File: config.mk
export PLATFORM = sky130hd
export DESIGN_NAME = pq_page_mmu
export DESIGN_NICKNAME = d
export VERILOG_FILES = /design/src/rtl/pq_pkg.sv /design/src/rtl/pq_shift_fifo.sv /design/src/rtl/pq_page_map.sv /design/src/rtl/pq_page_mmu.sv
export SDC_FILE = /design/constraint.sdc
export NUM_CORES = 1
export LEC_CHECK = 0
export CORE_MARGIN = 4
export CORE_UTILIZATION = 52
export CTS_CLUSTER_DIAMETER = 30
export DETAILED_ROUTE_END_ITERATION = 10
export HOLD_SLACK_MARGIN = 0.08
export PLACE_DENSITY = 0.86
export RECOVER_POWER = 50
export SLEW_MARGIN = 20
export SYNTH_ARGS = -nofsm -noshare
export SYNTH_HDL_FRONTEND = slang
export SYNTH_SLANG_ARGS = --single-unit
File: constraint.sdc
create_clock -name clk -period 5.3 [get_ports clk]
set_input_delay 1.59 -clock clk [delete_from_list [all_inputs] [get_ports clk]]
set_output_delay 1.59 -clock clk [all_outputs]
set_load 0.01 [all_outputs]
File: src/rtl/pq_pkg.sv
package pq_pkg;
   localparam logic [7:0] NO_PAGE  = 8'h80;
   localparam logic [7:0] ACK_MASK = 8'hD6;
   localparam int ST_RCV   = 0;
   localparam int ST_TXD   = 1;
   localparam int ST_TXE   = 2;
   localparam int ST_ALLOC = 3;

   typedef enum logic [2:0] {
      OP_NOP        = 3'd0,
      OP_ALLOC_TX   = 3'd1,
      OP_RESET_POOL = 3'd2,
      OP_RX_DROP    = 3'd3,
      OP_RX_FREE    = 3'd4,
      OP_RELEASE    = 3'd5,
      OP_TX_ENQ     = 3'd6,
      OP_TX_FLUSH   = 3'd7
   } op_e;
endpackage

File: src/rtl/pq_shift_fifo.sv
module pq_shift_fifo #(
   parameter int DEPTH = 4,
   parameter int W     = 2,
   localparam int CW   = $clog2(DEPTH + 1)
) (
   input  logic          clk,
   input  logic          rst_n,
   input  logic          clear,
   input  logic          push,
   input  logic          pop,
   input  logic [W-1:0]  din,
   output logic [W-1:0]  head,
   output logic [CW-1:0] count
);
   logic [W-1:0]  slot_q [DEPTH];
   logic [CW-1:0] cnt_q;
   logic          do_pop, do_push;
   logic [CW-1:0] wr_idx;

   assign do_pop  = pop && (cnt_q != '0);
   assign do_push = push && ((cnt_q != CW'(DEPTH)) || do_pop);
   assign wr_idx  = cnt_q - CW'(do_pop);
   assign head    = slot_q[0];
   assign count   = cnt_q;

   always_ff @(posedge clk) begin
      if (!rst_n || clear) cnt_q <= '0;
      else                 cnt_q <= cnt_q - CW'(do_pop) + CW'(do_push);
   end

   for (genvar i = 0; i < DEPTH; i++) begin : g_slot
      if (i < DEPTH - 1) begin : g_mid
         always_ff @(posedge clk) begin
            if (!rst_n)                             slot_q[i] <= '0;
            else if (do_push && wr_idx == CW'(i))   slot_q[i] <= din;
            else if (do_pop)                        slot_q[i] <= slot_q[i+1];
         end
      end else begin : g_last
         always_ff @(posedge clk) begin
            if (!rst_n)                             slot_q[i] <= '0;
            else if (do_push && wr_idx == CW'(i))   slot_q[i] <= din;
         end
      end
   end

   // a push into a full queue without a pop leaves it full
   p_no_overflow_r10: assert property (@(posedge clk) disable iff (!rst_n)
      (cnt_q == CW'(DEPTH) && push && !pop && !clear) |=> (cnt_q == CW'(DEPTH)));
endmodule

File: src/rtl/pq_page_map.sv
module pq_page_map #(
   parameter int PAGES = 4,
   localparam int IW   = $clog2(PAGES),
   localparam int FCW  = $clog2(PAGES + 1)
) (
   input  logic           clk,
   input  logic           rst_n,
   input  logic           clear,
   input  logic           rel_en,
   input  logic [IW-1:0]  rel_idx,
   input  logic           take_en,
   output logic [IW-1:0]  pick_idx,
   output logic           pick_ok,
   output logic [FCW-1:0] free_cnt
);
   logic [PAGES-1:0] map_q, rel_mask, avail;

   assign rel_mask = rel_en ? (PAGES'(1) << rel_idx) : '0;
   assign avail    = map_q & ~rel_mask;
   assign pick_ok  = ~&avail;

   always_comb begin
      pick_idx = '0;
      for (int i = PAGES - 1; i >= 0; i--)
         if (!avail[i]) pick_idx = IW'(i);
   end

   always_comb begin
      free_cnt = '0;
      for (int i = 0; i < PAGES; i++)
         free_cnt = free_cnt + FCW'(!map_q[i]);
   end

   always_ff @(posedge clk) begin
      if (!rst_n || clear) map_q <= '0;
      else                 map_q <= avail | (take_en ? (PAGES'(1) << pick_idx) : '0);
   end

   // a page is only taken when one is free
   p_take_free_r1: assert property (@(posedge clk) disable iff (!rst_n)
      take_en |-> pick_ok);
   // the taken page is in use on the next cycle
   p_take_sets_r1: assert property (@(posedge clk) disable iff (!rst_n)
      (take_en && !clear) |=> map_q[$past(pick_idx)]);
endmodule

File: src/rtl/pq_page_mmu.sv
module pq_page_mmu
   import pq_pkg::*;
#(
   parameter int PAGES = 4,
   localparam int IW   = $clog2(PAGES),
   localparam int CW   = $clog2(PAGES + 1)
) (
   input  logic       clk,
   input  logic       rst_n,
   input  logic       cmd_we,
   input  logic [7:0] cmd_byte,
   input  logic [7:0] page_sel,
   input  logic       ack_we,
   input  logic [7:0] ack_byte,
   input  logic       mask_we,
   input  logic [7:0] mask_byte,
   input  logic       rx_req,
   output logic       rx_grant,
   output logic [7:0] rx_page,
   input  logic       tx_take,
   output logic [7:0] tx_head,
   output logic [7:0] done_head,
   output logic [7:0] rx_head,
   output logic [7:0] alloc_result,
   output logic [7:0] free_pages,
   output logic [7:0] int_status,
   output logic       irq
);
   if (PAGES < 2 || PAGES > 64) begin : g_bad_pages
      $error("pq_page_mmu: PAGES must lie in 2..64");
   end

   op_e           op;
   logic          is_alloc, is_rstpool, is_rxdrop, is_rxfree, is_rel, is_enq, is_flush;
   logic          sel_ok, rel_en, take_alloc, take_en, tx_take_ok, rx_pop, q_clear;
   logic [IW-1:0] rel_idx, pick_idx, txq_hd, dq_hd, rxq_hd;
   logic          pick_ok;
   logic [CW-1:0] txq_cnt, dq_cnt, rxq_cnt, free_cnt;
   logic          pend_q;
   logic [7:0]    res_q, st_q, mask_q, st_set, st_clr, st_cond;
   logic          unused_cmd_low;

   assign unused_cmd_low = ^cmd_byte[4:0];
   assign op         = op_e'(cmd_byte[7:5]);
   assign is_alloc   = cmd_we && op == OP_ALLOC_TX;
   assign is_rstpool = cmd_we && op == OP_RESET_POOL;
   assign is_rxdrop  = cmd_we && op == OP_RX_DROP;
   assign is_rxfree  = cmd_we && op == OP_RX_FREE;
   assign is_rel     = cmd_we && op == OP_RELEASE;
   assign is_enq     = cmd_we && op == OP_TX_ENQ;
   assign is_flush   = cmd_we && op == OP_TX_FLUSH;

   assign sel_ok     = page_sel < 8'(PAGES);
   assign rel_en     = (is_rxfree && rxq_cnt != '0) || (is_rel && sel_ok);
   assign rel_idx    = is_rxfree ? rxq_hd : page_sel[IW-1:0];
   assign take_alloc = (is_alloc || (pend_q && rel_en)) && pick_ok;
   assign rx_grant   = rx_req && !cmd_we && pick_ok && (rxq_cnt != CW'(PAGES));
   assign take_en    = take_alloc || rx_grant;
   assign tx_take_ok = tx_take && !cmd_we && (txq_cnt != '0);
   assign rx_pop     = is_rxdrop || is_rxfree;
   assign q_clear    = is_rstpool || is_flush;
   assign rx_page    = 8'(pick_idx);

   pq_page_map #(.PAGES(PAGES)) i_map (
      .clk, .rst_n, .clear(is_rstpool), .rel_en, .rel_idx, .take_en,
      .pick_idx, .pick_ok, .free_cnt);

   pq_shift_fifo #(.DEPTH(PAGES), .W(IW)) i_txq (
      .clk, .rst_n, .clear(q_clear), .push(is_enq && sel_ok), .pop(tx_take_ok),
      .din(page_sel[IW-1:0]), .head(txq_hd), .count(txq_cnt));

   pq_shift_fifo #(.DEPTH(PAGES), .W(IW)) i_doneq (
      .clk, .rst_n, .clear(q_clear), .push(tx_take_ok), .pop(ack_we && ack_byte[ST_TXD]),
      .din(txq_hd), .head(dq_hd), .count(dq_cnt));

   pq_shift_fifo #(.DEPTH(PAGES), .W(IW)) i_rxq (
      .clk, .rst_n, .clear(is_rstpool), .push(rx_grant), .pop(rx_pop),
      .din(pick_idx), .head(rxq_hd), .count(rxq_cnt));

   always_ff @(posedge clk) begin
      if (!rst_n) begin
         pend_q <= 1'b0;
         res_q  <= NO_PAGE;
      end else if (is_rstpool) begin
         pend_q <= 1'b0;
      end else if (is_alloc && !pick_ok) begin
         pend_q <= 1'b1;
         res_q  <= NO_PAGE;
      end else if (take_alloc) begin
         pend_q <= 1'b0;
         res_q  <= 8'(pick_idx);
      end
   end

   always_comb begin
      st_cond = '0;
      st_cond[ST_TXE] = (txq_cnt == '0);
      st_cond[ST_TXD] = (dq_cnt != '0);
      st_set = '0;
      st_clr = ack_we ? (ack_byte & ACK_MASK) : '0;
      if (is_alloc)   st_clr[ST_ALLOC] = 1'b1;
      if (take_alloc) st_set[ST_ALLOC] = 1'b1;
      if (rx_grant)   st_set[ST_RCV]   = 1'b1;
      if (rx_pop) begin
         if (rxq_cnt >= CW'(2)) st_set[ST_RCV] = 1'b1;
         else                   st_clr[ST_RCV] = 1'b1;
      end
   end

   always_ff @(posedge clk) begin
      if (!rst_n) begin
         st_q   <= 8'h04;
         mask_q <= '0;
      end else begin
         st_q <= (st_q & ~st_clr) | st_set | st_cond;
         if (mask_we) mask_q <= mask_byte;
      end
   end

   assign int_status   = st_q | st_cond;
   assign irq          = |(int_status & mask_q);
   assign alloc_result = res_q;
   assign free_pages   = 8'(free_cnt);
   assign tx_head      = (txq_cnt == '0) ? NO_PAGE : 8'(txq_hd);
   assign done_head    = (dq_cnt == '0)  ? NO_PAGE : 8'(dq_hd);
   assign rx_head      = (rxq_cnt == '0) ? NO_PAGE : 8'(rxq_hd);

   // emptying the pool frees every page
   p_pool_reset_r2: assert property (@(posedge clk) disable iff (!rst_n)
      is_rstpool |=> (free_pages == 8'(PAGES)));
   // a successful transmit allocation raises the allocation flag
   p_alloc_flag_r3: assert property (@(posedge clk) disable iff (!rst_n)
      (is_alloc && pick_ok) |=> int_status[ST_ALLOC]);
   // a failed allocation reports the failure code
   p_alloc_fail_r4: assert property (@(posedge clk) disable iff (!rst_n)
      (is_alloc && !pick_ok) |=> (alloc_result == NO_PAGE));
   // queue-empty flag holds until acknowledged
   p_txe_sticky_r5: assert property (@(posedge clk) disable iff (!rst_n)
      (int_status[ST_TXE] && !(ack_we && ack_byte[ST_TXE])) |=> int_status[ST_TXE]);
   // a zero mask silences the line
   p_mask_zero_r6: assert property (@(posedge clk) disable iff (!rst_n)
      (mask_we && mask_byte == 8'h00) |=> !irq);
   // acknowledge never clears the receive flag
   p_ack_keep_r7: assert property (@(posedge clk) disable iff (!rst_n)
      (int_status[ST_RCV] && !cmd_we) |=> int_status[ST_RCV]);
endmodule

; Yosys cells after proc, flatten, opt, wreduce, memory -nomap -nowiden
; Memory sizes are Yosys's and may differ from the RTL's.
; Cells that the tools add are included.
[op_classes]
add_sub_neg = 9
n_mul = 0
n_div = 0
order_cmp = 2
n_eq_ne = 19
shift = 2
mux = 110
bitwise_logic = 32
n_reduce_logical = 68
[ops]
columns = op, count
row1 = $mux W1, 76
row2 = $mux W2, 26
row3 = $mux W8, 6
row4 = $logic_and A1 B1 Y1, 37
row5 = $eq A3 B2 Y1 const B, 8
row6 = $or A1 B1 Y1, 21
row7 = $logic_not A3 Y1, 6
row8 = $and A8 B8 Y8, 2
row9 = $or A8 B3 Y8, 2
row10 = $add A3 B1 Y3, 5
row11 = $eq A3 B1 Y1 const B, 4
row12 = $eq A3 B3 Y1 const B, 4
row13 = $logic_or A1 B1 Y1, 10
row14 = $ne A3 B3 Y1 const B, 3
row15 = $reduce_bool A3 Y1, 3
row16 = $sub A3 B1 Y3, 3
row17 = $lt A8 B3 Y1 const B, 1
row18 = $mux W4, 2
row19 = $not A8 Y8, 1
row20 = $or A8 B4 Y8, 1
row21 = $reduce_or A8 Y1, 1
row22 = $shl A1 B2 Y4 const A, 2
row23 = $logic_not A1 Y1, 7
row24 = $and A4 B4 Y4, 1
row25 = 9 further kinds, 10
[word_totals]
register_bits = 38
latch_bits = 0
ram_bits = 24
rom_bits = 0
output_inout_bits = 58
mem_count = 3
[memory_table]
columns = memory, words, width, read_ports, rd_ports_with_merged_regs, write_ports, line
row1 = i_doneq.slot_q, 4, 2, 4, 0, 4, pq_shift_fifo.sv:15  ; logic [W-1:0] slot_q [DEPTH];
row2 = i_rxq.slot_q, 4, 2, 4, 0, 4, pq_shift_fifo.sv:15
row3 = i_txq.slot_q, 4, 2, 4, 0, 4, pq_shift_fifo.sv:15

; Logic depth before layout (Yosys ltp)
; Gate-level depths: netlist of run 1.
[depth]
ltp_word = 18
ltp_mapped = 12

; Modules after synthesis
; Synthesis of run 1 repeated with hierarchy kept, for this count alone.
[hier_totals]
cells_unflattened = 359
area_unflattened_um2 = 3525.9
[by_module_without_submodules]
columns = module, n_inst, cells_per_inst, area_each_um2
row1 = pq_shift_fifo, 3, 57, 645.6
row2 = pq_page_mmu, 1, 152, 1281.2
row3 = pq_page_map, 1, 36, 307.8

; Worst setup path before layout of run 1
; No wires, ideal clock.
[synth_path]
kind = input to output
startpoint = input port cmd_byte[7]
endpoint = output port rx_page[0]
arrival_time_ns = 2.776
t_required_ns = 3.710
slack_ns = 0.934
path_stages = 6
n_path_buf = 2
cell_sequence = buf_2 -> nand4bb_1 -> buf_2 -> mux2_2 -> o31ai_2 -> a31oi_1
[synth_between]
elab_chain_cells = 11
word_cells_on_any_way = 16
classes_between = eq/ne: 2 / shift: 1 / mux: 6 / bitwise: 2 / reduce/logical: 5
[synth_lines]
columns = element, line
row1 = from (decl), pq_page_mmu.sv:11  ; input logic [7:0] cmd_byte,
row2 = "$eq A3 B3 Y1, on equally long branches", "pq_page_mmu.sv:48, pq_page_mmu.sv:49"
row3 = "$logic_and A1 B1 Y1, on equally long branches", "pq_page_mmu.sv:48, pq_page_mmu.sv:49"
row4 = $mux W2 or $logic_and A1 B1 Y1 (tied branches), "pq_page_mmu.sv:55, pq_page_mmu.sv:54"
row5 = $shl A1 B2 Y4 or $logic_or A1 B1 Y1 (tied branches), "pq_page_map.sv:18, pq_page_mmu.sv:54"
row6 = $mux W4 *, pq_page_map.sv:18  ; assign rel_mask = rel_en ? (PAGES'(1) << rel_idx) : '0;
row7 = $not A4 Y4 *, pq_page_map.sv:19  ; assign avail = map_q & ~rel_mask;
row8 = $and A4 B4 Y4 *, pq_page_map.sv:19
row9 = $mux W2 (3 in series), pq_page_map.sv:25  ; if (!avail[i]) pick_idx = IW'(i);
row10 = $mux W2 *, pq_page_map.sv:25
row11 = to (decl), pq_page_mmu.sv:19  ; output logic [7:0] rx_page,
; Mark *: on every way between the ends. The rest lies on a longest branch, timed or not.

; Final worst setup path of run 1
[layout_path]
startpoint = input port page_sel[4]
endpoint = output port rx_page[1]
[layout_between]
elab_chain_cells = 10
[layout_lines]
columns = element, line
row1 = from (decl), pq_page_mmu.sv:12  ; input logic [7:0] page_sel,
row2 = $lt A8 B3 Y1 *, pq_page_mmu.sv:53  ; assign sel_ok = page_sel < 8'(PAGES);
row3 = $logic_and A1 B1 Y1 *, pq_page_mmu.sv:54  ; assign rel_en = (is_rxfree && rxq_cnt != '0) || (is_rel && sel_ok);
row4 = $logic_or A1 B1 Y1 *, pq_page_mmu.sv:54
row5 = $mux W4 *, pq_page_map.sv:18
row6 = $not A4 Y4 *, pq_page_map.sv:19
row7 = $and A4 B4 Y4 *, pq_page_map.sv:19
row8 = $mux W2 (3 in series), pq_page_map.sv:25
row9 = $mux W2 *, pq_page_map.sv:25
; Marks and branches as above.

==> impl_metrics.ini, run 1 <==
[outcome]
status = complete, no violations

[cts]
clockBufferDepth = 2
clkSinkCount = 55
htree_levels = 2
cts_buffers = 5
clk-insertion-delay-late_ps = 310
path_clk_slew_ps = 100
hold_buffers = 0
cts_root_buffer = clkbuf_8
cts_tree = built

[pwr]
irDropWorstVdd_uv = 142
p_leak_nw = 1.79
power.density_nw_per_um2 = 219
p_total_w = 0.000914

[synth]
ys_warn_count = 0
yosys_most_used_dff = dfxtp_1
ys_ff_latch = 55
synth.distinct_cells = 68
synth_seq_area_share_pct = 39.0
synth-edff-count = 24
syn-cell-area_sq_um = 3440
syn_inst = 362
postSynth.asyncResetShare_pct = 0
post_synth.cell_area_avg_sq_um = 9.51

[floorplanning]
ios = 97
row_count = 29
dieArea_sq_um = 7990
fp.dieH_um = 89.4
start_util_pct = 53.9
die_w_um = 89.4
core_sq_um = 6390

[global_route]
grt_pass1_vias = 2747
gr-usage-all-layers_pct = 20.3
overflow = 0
antenna_found_initial = 0
grt_pass1_wl_um = 12500
grt_max_degree = 36

[routing]
drt_iter0_drc = 182
drt-wirelength-per-cell_um = 15.7
drc_errors = 0
wl_um = 7850
ant_nets = 0
vias = 2827
routed_via_density = 5.64
first_pass_iters = 4

[final_layout]
area.growth.synth_to_final_pct = 21.1
n_antenna_cell = 0
final_nets = 477
multiInputGateArea_sq_um = 1840
fin_util_pct = 65.3
seq_area_sq_um = 1340
stdcell_count = 501
fillers = 501
drive_above_1_share_pct = 11.1

[timing]
rsz0062_at_grt = no
setup_viol_count_final = 0
slew_headroom_pct = 34.7
finalHoldViolCount = 0
final.setup.tns_ps = 0
fmax_ghz = 0.192
maxSlewViolCount = 0
finalCriticalPeriod_ps = 5220
fin_crit_sh_pct = 98.5
worst_pin_slew_ps = 972
skew_ps = 5.84

[worst_hold_path]
hold_path_end = st_q[2]
min_from = st_q[2]
min_path_cells = 2
hold_path.class = reg -> reg

[critical_path]
cp-startpoint = page_sel[4]
r2r_slack_ps = 1970
r2r_end = i_txq.slot_q[2][1]
cp.required_ps = 3710
r2r-start = i_txq.count[2]
startpoint_type = primary input
cp_data_arrival_time_ps = 3630
rr_worst_depth = 9
worstPathMaxFanout = 3
endpoint_kind = output pin
setup.worst_path.class = in -> out

[job]
cap_violations = 0

[placed_design]
io_buffer_count = 55
dp_cells = 493
gp_congestion = 0.900
dp_hpwl_um = 6040
stage by stage:
step                area, sq um  hold slack [ps]  worst slack [ps]
floorplan                  3560              430               934
detailed placement         4010              448              25.3
global route               4170              495              34.2
CTS                        4130              474             0.828
finish                     4170              472              81.1
global placement           4010              440              10.1
layout by cell type, fill, tap and decap left out, types with 9 or more instances in the layout:
master | synthesis | layout
a21oi_1 | 16 | 16
and3_1 | 13 | 13
buf_4 | 37 | 16
clkdlybuf4s50_1 | 0 | 30
conb_1 | 1 | 32
dfxtp_1 | 31 | 31
dlygate4sd3_1 | 0 | 23
edfxtp_1 | 24 | 24
ha_1 | 14 | 14
inv_1 | 26 | 26
nand2_1 | 18 | 18
nand2b_1 | 9 | 9
nand3_1 | 10 | 10
nor2_1 | 17 | 17
nor2b_1 | 17 | 17
o21a_1 | 9 | 9
timing repair:
action,CTS,global route
gates resized for setup,1,10
buffers inserted,0,0
pin swaps,0,1
endpoints found under the setup margin,1,2
cells by family (layout without fill, tap and decap cells):
logic type / after synthesis / in the layout / share of synthesized area (%)
buf+inv: 77 / 108 / 12.6
xor+xnor: 7 / 7 / 1.78
other cells: 1 / 32 / 0.109
mux: 10 / 10 / 2.94
fa+ha+maj: 15 / 15 / 5.67
simple gates: 128 / 128 / 22.6
compound gates: 69 / 69 / 15.3
flops: 55 / 55 / 39.0
synthesized netlist by cell type (all sizes together) (7+ instances only):
cell     n  share of area [%]
buf     42                8.8
dfxtp   31                 18
inv     27                2.9
edfxtp  24                 21
nand2   18                2.0
nor2    18                2.0
nor2b   17                3.1
a21oi   16                2.3
ha      14                5.1
and3    13                2.4
nand3   10                1.5
and2     9                1.6
mux2i    9                2.6
nand2b   9                1.6
o21a     9                2.0
clkbuf   8               0.87
nor4     7                1.6
cell type report:
class,count,share of cell area [%]
Clock buffer,5,1.65
Inverter,27,2.43
Sequential cell,55,32.2
Clock inverter,3,1.08
Tap cell,77,2.31
Timing Repair Buffer,73,16.3
Multi-Input combinational cell,261,44.1
power by group:
part	switching, W	total, W	internal [W]
Sequential	0.0000106	0.000468	0.000458
Clock	0.000145	0.000288	0.000143
Combinational	0.0000864	0.000158	0.0000712
Total	0.000242	0.000914	0.000672
worst max-delay path, stage by stage:
cell             delay, ps
clkdlybuf4s50_1        470
or4_1                  590
o32a_2                 250
nor2_2                 150
nor3_2                  80
clkdlybuf4s50_1        500
state kept, by name (all words and copies together), names as in the netlist:
| name | flops |
|---|---|
| i_doneq.slot_q | 8 |
| i_rxq.slot_q | 8 |
| i_txq.slot_q | 8 |
| mask_q | 7 |
| st_q | 7 |
| i_map.map_q | 4 |
| alloc_result | 3 |
| i_doneq.count | 3 |
| i_rxq.count | 3 |
| i_txq.count | 3 |
| pend_q | 1 |
layer usage:
| metal | up-vias | share of wire, % | global-route usage, % |
|---|---|---|---|
| met2 | 114 | 52 | 37.6 |
| li1 | 1364 | - | - |
| met1 | 1339 | 41 | 23.3 |
| met4 | 0 | 1.5 | 7.71 |
| met5 | - | 0 | 0 |
| met3 | 10 | 6.0 | 3.04 |
worst max path at each step:
stage                       endpoint  depth (start not counted)
after floorplan           rx_page[0]                          6
after global placement    rx_page[0]                          6
after detailed placement  rx_page[0]                          6
after CTS                 rx_page[0]                          6
after global routing      rx_page[1]                          6
final                     rx_page[1]                          6
No activity file was read; power rests on OpenSTA's default activity.
==> inputs of run 2 (changes only) <==
--- a/config.mk
+++ b/config.mk
@@ -12,6 +12,7 @@
 export HOLD_SLACK_MARGIN = 0.08
 export PLACE_DENSITY = 0.86
 export RECOVER_POWER = 50
+export REMOVE_ABC_BUFFERS = 1
 export SLEW_MARGIN = 20
 export SYNTH_ARGS = -nofsm -noshare
 export SYNTH_HDL_FRONTEND = slang
==> run 2 against run 1 <==
- count of clock-buffer cells in the layout unchanged
- sequential share of layout area rose by 0.43 points
- sequential power hardly changed
- critical path depth unchanged
- first-iteration DRC count fell by 18%
- routed wire length down 3.6%
- non-clock buffer count shrank 3
==> impl_metrics.ini, run 2 (same netlist as run 1, synthesis figures left out) <==
[floorplanning]
fp.dieH_um = 89.4
start_util_pct = 53.9
die_w_um = 89.4
row_count = 29
core_sq_um = 6390
ios = 97
dieArea_sq_um = 7990

[final_layout]
final_cell_mix = clkdlybuf4s50_1, conb_1, dfxtp_1
fin_util_pct = 64.4
reg.largest.list = i_doneq.slot_q x8, i_rxq.slot_q x8, i_txq.slot_q x8
stdcell_count = 498
n_antenna_cell = 0
final_common_cell = clkdlybuf4s50_1
final_nets = 474
area.growth.synth_to_final_pct = 19.5
drive_above_1_share_pct = 9.98

[critical_path]
setup.worst_path.class = in -> out
crit_chain = clkdlybuf4s50_1 > nor4_2 > o2bb2ai_1 > a211oi_1 > nor3_2 > clkdlybuf4s50_1
r2r-start = i_doneq.count[1]
cp_slowest_cell = clkdlybuf4s50_1
cp.depth = 6
cp-startpoint = page_sel[4]
rr_worst_depth = 10
worstPathMaxFanout = 3
startpoint_type = primary input
r2r_slack_ps = 2260
cp_data_arrival_time_ps = 3580
slowest_delay_ps = 570
critPathTopFamily = buffers and inverters
endpoint = rx_page[1]
critical_path_buf_inv_count = 2
crit_top_cell = clkdlybuf4s50_1
r2r_end = i_doneq.slot_q[0][0]
cp.required_ps = 3710
endpoint_kind = output pin

[cts]
cts_tree = built
htree_levels = 2
post_cts_buffers = 0
clockBufferDepth = 2
clk-insertion-delay-late_ps = 320
cts_resized = 2
clkSinkCount = 55
cts_buffers = 5
path_clk_slew_ps = 110
hold_buffers = 0
cts_root_buffer = clkbuf_8

[routing]
drc_errors = 0
drt_iter0_drc = 150
routed_via_density = 5.61
first_pass_iters = 4
vias = 2794
drt-wirelength-per-cell_um = 15.2
ant_nets = 0
wl_um = 7570

[timing]
fin_crit_sh_pct = 97.6
final.setup.tns_ps = 0
rsz0062_at_grt = no
skew_ps = 17.4
worst_pin_slew_ps = 1120
maxSlewViolCount = 0
fmax_ghz = 0.193
finalHoldViolCount = 0
finalCriticalPeriod_ps = 5170
setup_slack_ps = 127
fin_hold_ws_ps = 473
setup_viol_count_final = 0
slew_headroom_pct = 25.5

[outcome]
status = complete, no violations

[worst_hold_path]
hold_path.class = reg -> reg
min_path_cells = 2

[placed_design]
dp_cells = 490
dpl_worst_slack_ps = -25.9
io_buffer_count = 55
gp_congestion = 0.872
dp_hpwl_um = 5970

[pwr]
power.density_nw_per_um2 = 211
p_leak_nw = 1.76
irDropWorstVdd_uv = 187

[job]
cap_violations = 0

[global_route]
gr-usage-all-layers_pct = 18.8
grt_max_degree = 32
antenna_found_initial = 0
overflow = 0
grt_pass1_vias = 2681
grt_pass1_wl_um = 11900
run 2: where the power goes:
part           leakage, nW  internal, W  switching [W]  total (W)
sequential           0.501     0.000458      0.0000101   0.000468
combinational         1.21    0.0000721      0.0000835   0.000156
clock               0.0506    0.0000977       0.000147   0.000244
run 2: cell type report:
class / count / area, sq um
clock buffers: 5 / 68.8
inverters: 27 / 101
clock inverters: 3 / 26.3
well taps: 77 / 96.3
fillers: 525 / 2270
repair buffers: 70 / 662
flip-flops and latches: 55 / 1340
multi-input cells: 261 / 1820
run 2: worst min path at each step:
stage	start	to	slack [ps]
after floorplan	st_q[2]	st_q[2]	430
after global placement	st_q[2]	st_q[2]	440
after detailed placement	st_q[2]	st_q[2]	450
after CTS	st_q[4]	st_q[4]	470
after global routing	st_q[6]	st_q[6]	490
final	st_q[4]	st_q[4]	470
run 2: tightest hold or removal path, stage by stage (launching register included):
cell and delay, ps:
dfxtp_1 340, nand2_1 60, a21oi_1 40
run 2: per-stage QoR:
step | power, W | cell area [sq um]
6_report | 0.000868 | 4120
3_3_place_gp | 0.000624 | 3990
2_1_floorplan | 0.000551 | 3230
3_5_place_dp | 0.000629 | 3990
4_1_cts | 0.000872 | 4090
5_1_grt | 0.000907 | 4120
run 2: per-layer routing:
metal,GRT usage [%],wire (um),part of all wire (%)
met4,5.68,180,2.4
met5,0,0,0
met1,24.6,3140,42
met3,3.41,626,8.3
met2,31.6,3620,48
==> inputs of run 3 (changes only) <==
--- a/config.mk
+++ b/config.mk
@@ -5,6 +5,7 @@
 export SDC_FILE = /design/constraint.sdc
 export NUM_CORES = 1
 export LEC_CHECK = 0
+export CORE_ASPECT_RATIO = 1.4
 export CORE_MARGIN = 4
 export CORE_UTILIZATION = 52
 export CTS_CLUSTER_DIAMETER = 30
==> run 3 against run 2 <==
- clock skew down 7.1 ps
- critical path depth is 1 higher
- routed wire length up 5.8%
- worst hold slack got worse by 5.3 ps
- sequential share of layout area fell by 0.24 points
- clock power down 2%
- register-to-register slack about the same
- die area up 0.23%
- total power decreased by 0.13%
- count of clock-buffer cells in the layout is the same
- final cell count stayed put
- sequential cell count unchanged
- critical endpoint unchanged
- highest routed layer unchanged
==> impl_metrics.ini, run 3 (same netlist as run 1, synthesis figures left out) <==
[floorplanning]
dieArea_sq_um = 8010
fp.dieH_um = 104
die_w_um = 76.8
core_sq_um = 6340
row_count = 34
start_util_pct = 54.3
ios = 97

[worst_hold_path]
hold_path.class = reg -> reg
min_from = st_q[7]
hold_path_end = st_q[7]
min_path_cells = 2

[cts]
clockBufferDepth = 2
cts_tree = built
cts_root_buffer = clkbuf_8
clk-insertion-delay-late_ps = 310
cts_buffers = 5
clkSinkCount = 55
htree_levels = 2
path_clk_slew_ps = 100
post_cts_buffers = 0

[critical_path]
cp_data_arrival_time_ps = 3640
critPathTopFamily = buffers and inverters
r2r_end = i_doneq.slot_q[1][1]
startpoint_type = primary input
slowest_delay_ps = 570
worstPathMaxFanout = 3
setup.worst_path.class = in -> out
endpoint_kind = output pin
rr_worst_depth = 10
r2r-start = i_doneq.count[1]
critical_path_buf_inv_count = 3
cp_slowest_cell = or4_4
r2r_slack_ps = 2260
cp.required_ps = 3710
crit_chain = clkdlybuf4s50_1 > or4_4 > o32a_2 > nor2_4 > nor3_2 > buf_4 > clkdlybuf4s50_1
crit_top_cell = clkdlybuf4s50_1

[timing]
setup_viol_count_final = 0
slew_headroom_pct = 38.4
fmax_ghz = 0.191
worst_pin_slew_ps = 924
finalHoldViolCount = 0
fin_hold_ws_ps = 468
maxSlewViolCount = 0
fin_crit_sh_pct = 98.7
finalCriticalPeriod_ps = 5230
skew_ps = 10.3

[routing]
drc_errors = 0
drt_iter0_drc = 105
first_pass_iters = 4
ant_nets = 0
vias = 2787
drt-wirelength-per-cell_um = 16.1
wl_um = 8010
routed_via_density = 5.60

[pwr]
clkPwrFrac_pct = 27.7
switching_power_w = 0.000241
irDropWorstVdd_uv = 144
p_leak_nw = 1.79
p_seq_share_pct = 54.1
netSwitchingFraction_pct = 27.8
power.density_nw_per_um2 = 209
p_int_w = 0.000626
combPwrFrac_pct = 18.2

[final_layout]
area.growth.synth_to_final_pct = 20.4
n_antenna_cell = 0
reg.largest.list = i_doneq.slot_q x8, i_rxq.slot_q x8, i_txq.slot_q x8
final_common_cell = clkdlybuf4s50_1
drive_above_1_share_pct = 11.7
stdcell_count = 498
final_nets = 479
final_cell_mix = clkdlybuf4s50_1, conb_1, dfxtp_1

[outcome]
status = complete, no violations

[global_route]
antenna_found_initial = 0
overflow = 0
gr-usage-all-layers_pct = 20.5
grt_pass1_vias = 2850
grt_pass1_wl_um = 13300
grt_max_degree = 28

[placed_design]
dp_hpwl_um = 6420
dp_cells = 490
io_buffer_count = 55
gp_congestion = 0.896

[job]
cap_violations = 0
==> run 3: through the flow <==
| step | cell area (sq um) | setup TNS [ps] | util (%) | power [W] | setup slack (ps) |
|---|---|---|---|---|---|
| floorplan | 3230 | 0 | - | 0.000551 | 1010 |
| global placement | 4020 | -57.9 | 63.4 | 0.000631 | -36.6 |
| detailed placement | 4020 | -35.6 | 63.5 | 0.000635 | -35.0 |
| CTS | 4130 | 0 | 65.2 | 0.000875 | 4.72 |
| global route | 4150 | -6.69 | 65.4 | 0.000907 | -6.69 |
| finish | 4150 | 0 | 65.4 | 0.000867 | 68.8 |
==> run 3: worst min-delay path, delay by kind of cell (launching register included) <==
family          cells  cell delay [ps]
compound gates      1               40
flops               1              330
simple gates        1               60
==> run 3: worst max path at each step <==
stage                     cells past startpoint   startpoint  slack, ps    endpoint
final                                         7  page_sel[4]         70  rx_page[1]
after global routing                          8  page_sel[4]         -7  rx_page[1]
after CTS                                     8  page_sel[4]          5  rx_page[1]
after detailed placement                      6  cmd_byte[5]        -30  rx_page[0]
after global placement                        6  cmd_byte[5]        -40  rx_page[0]
after floorplan                               4  cmd_byte[6]       1010  rx_page[0]
==> run 3: final cells by class <==
class | instances | area, sq um
fill | 524 | 2190
multi-input combinational | 261 | 1820
sequential | 55 | 1340
timing repair buffer | 75 | 696
inverter | 27 | 101
tap | 72 | 90.1
clock buffer | 5 | 68.8
clock inverter | 3 | 23.8
==> run 3: layer usage <==
metal,wire length [um],share of wire [%],track usage (%),up-vias
met5,0,0,0,-
met4,236,2.9,9.07,0
met3,401,5.0,3.99,23
met2,4370,55,39.1,95
met1,3010,38,21.1,1309
li1,-,-,-,1360
==> run 3: power by group through the flow <==
stage / sequential, W / combinational, W / clock (W)
finish: 0.000468 / 0.000158 / 0.000240
global route: 0.000471 / 0.000174 / 0.000263
CTS: 0.000469 / 0.000158 / 0.000248
detailed placement: 0.000478 / 0.000157 / 0
global placement: 0.000478 / 0.000153 / 0
floorplan: 0.000475 / 0.0000764 / 0
==> run 3: repair_timing <==
action,CTS,global route
setup endpoints to repair,2,1
hold buffers,0,0
pin swaps,1,0
resized for setup,5,6
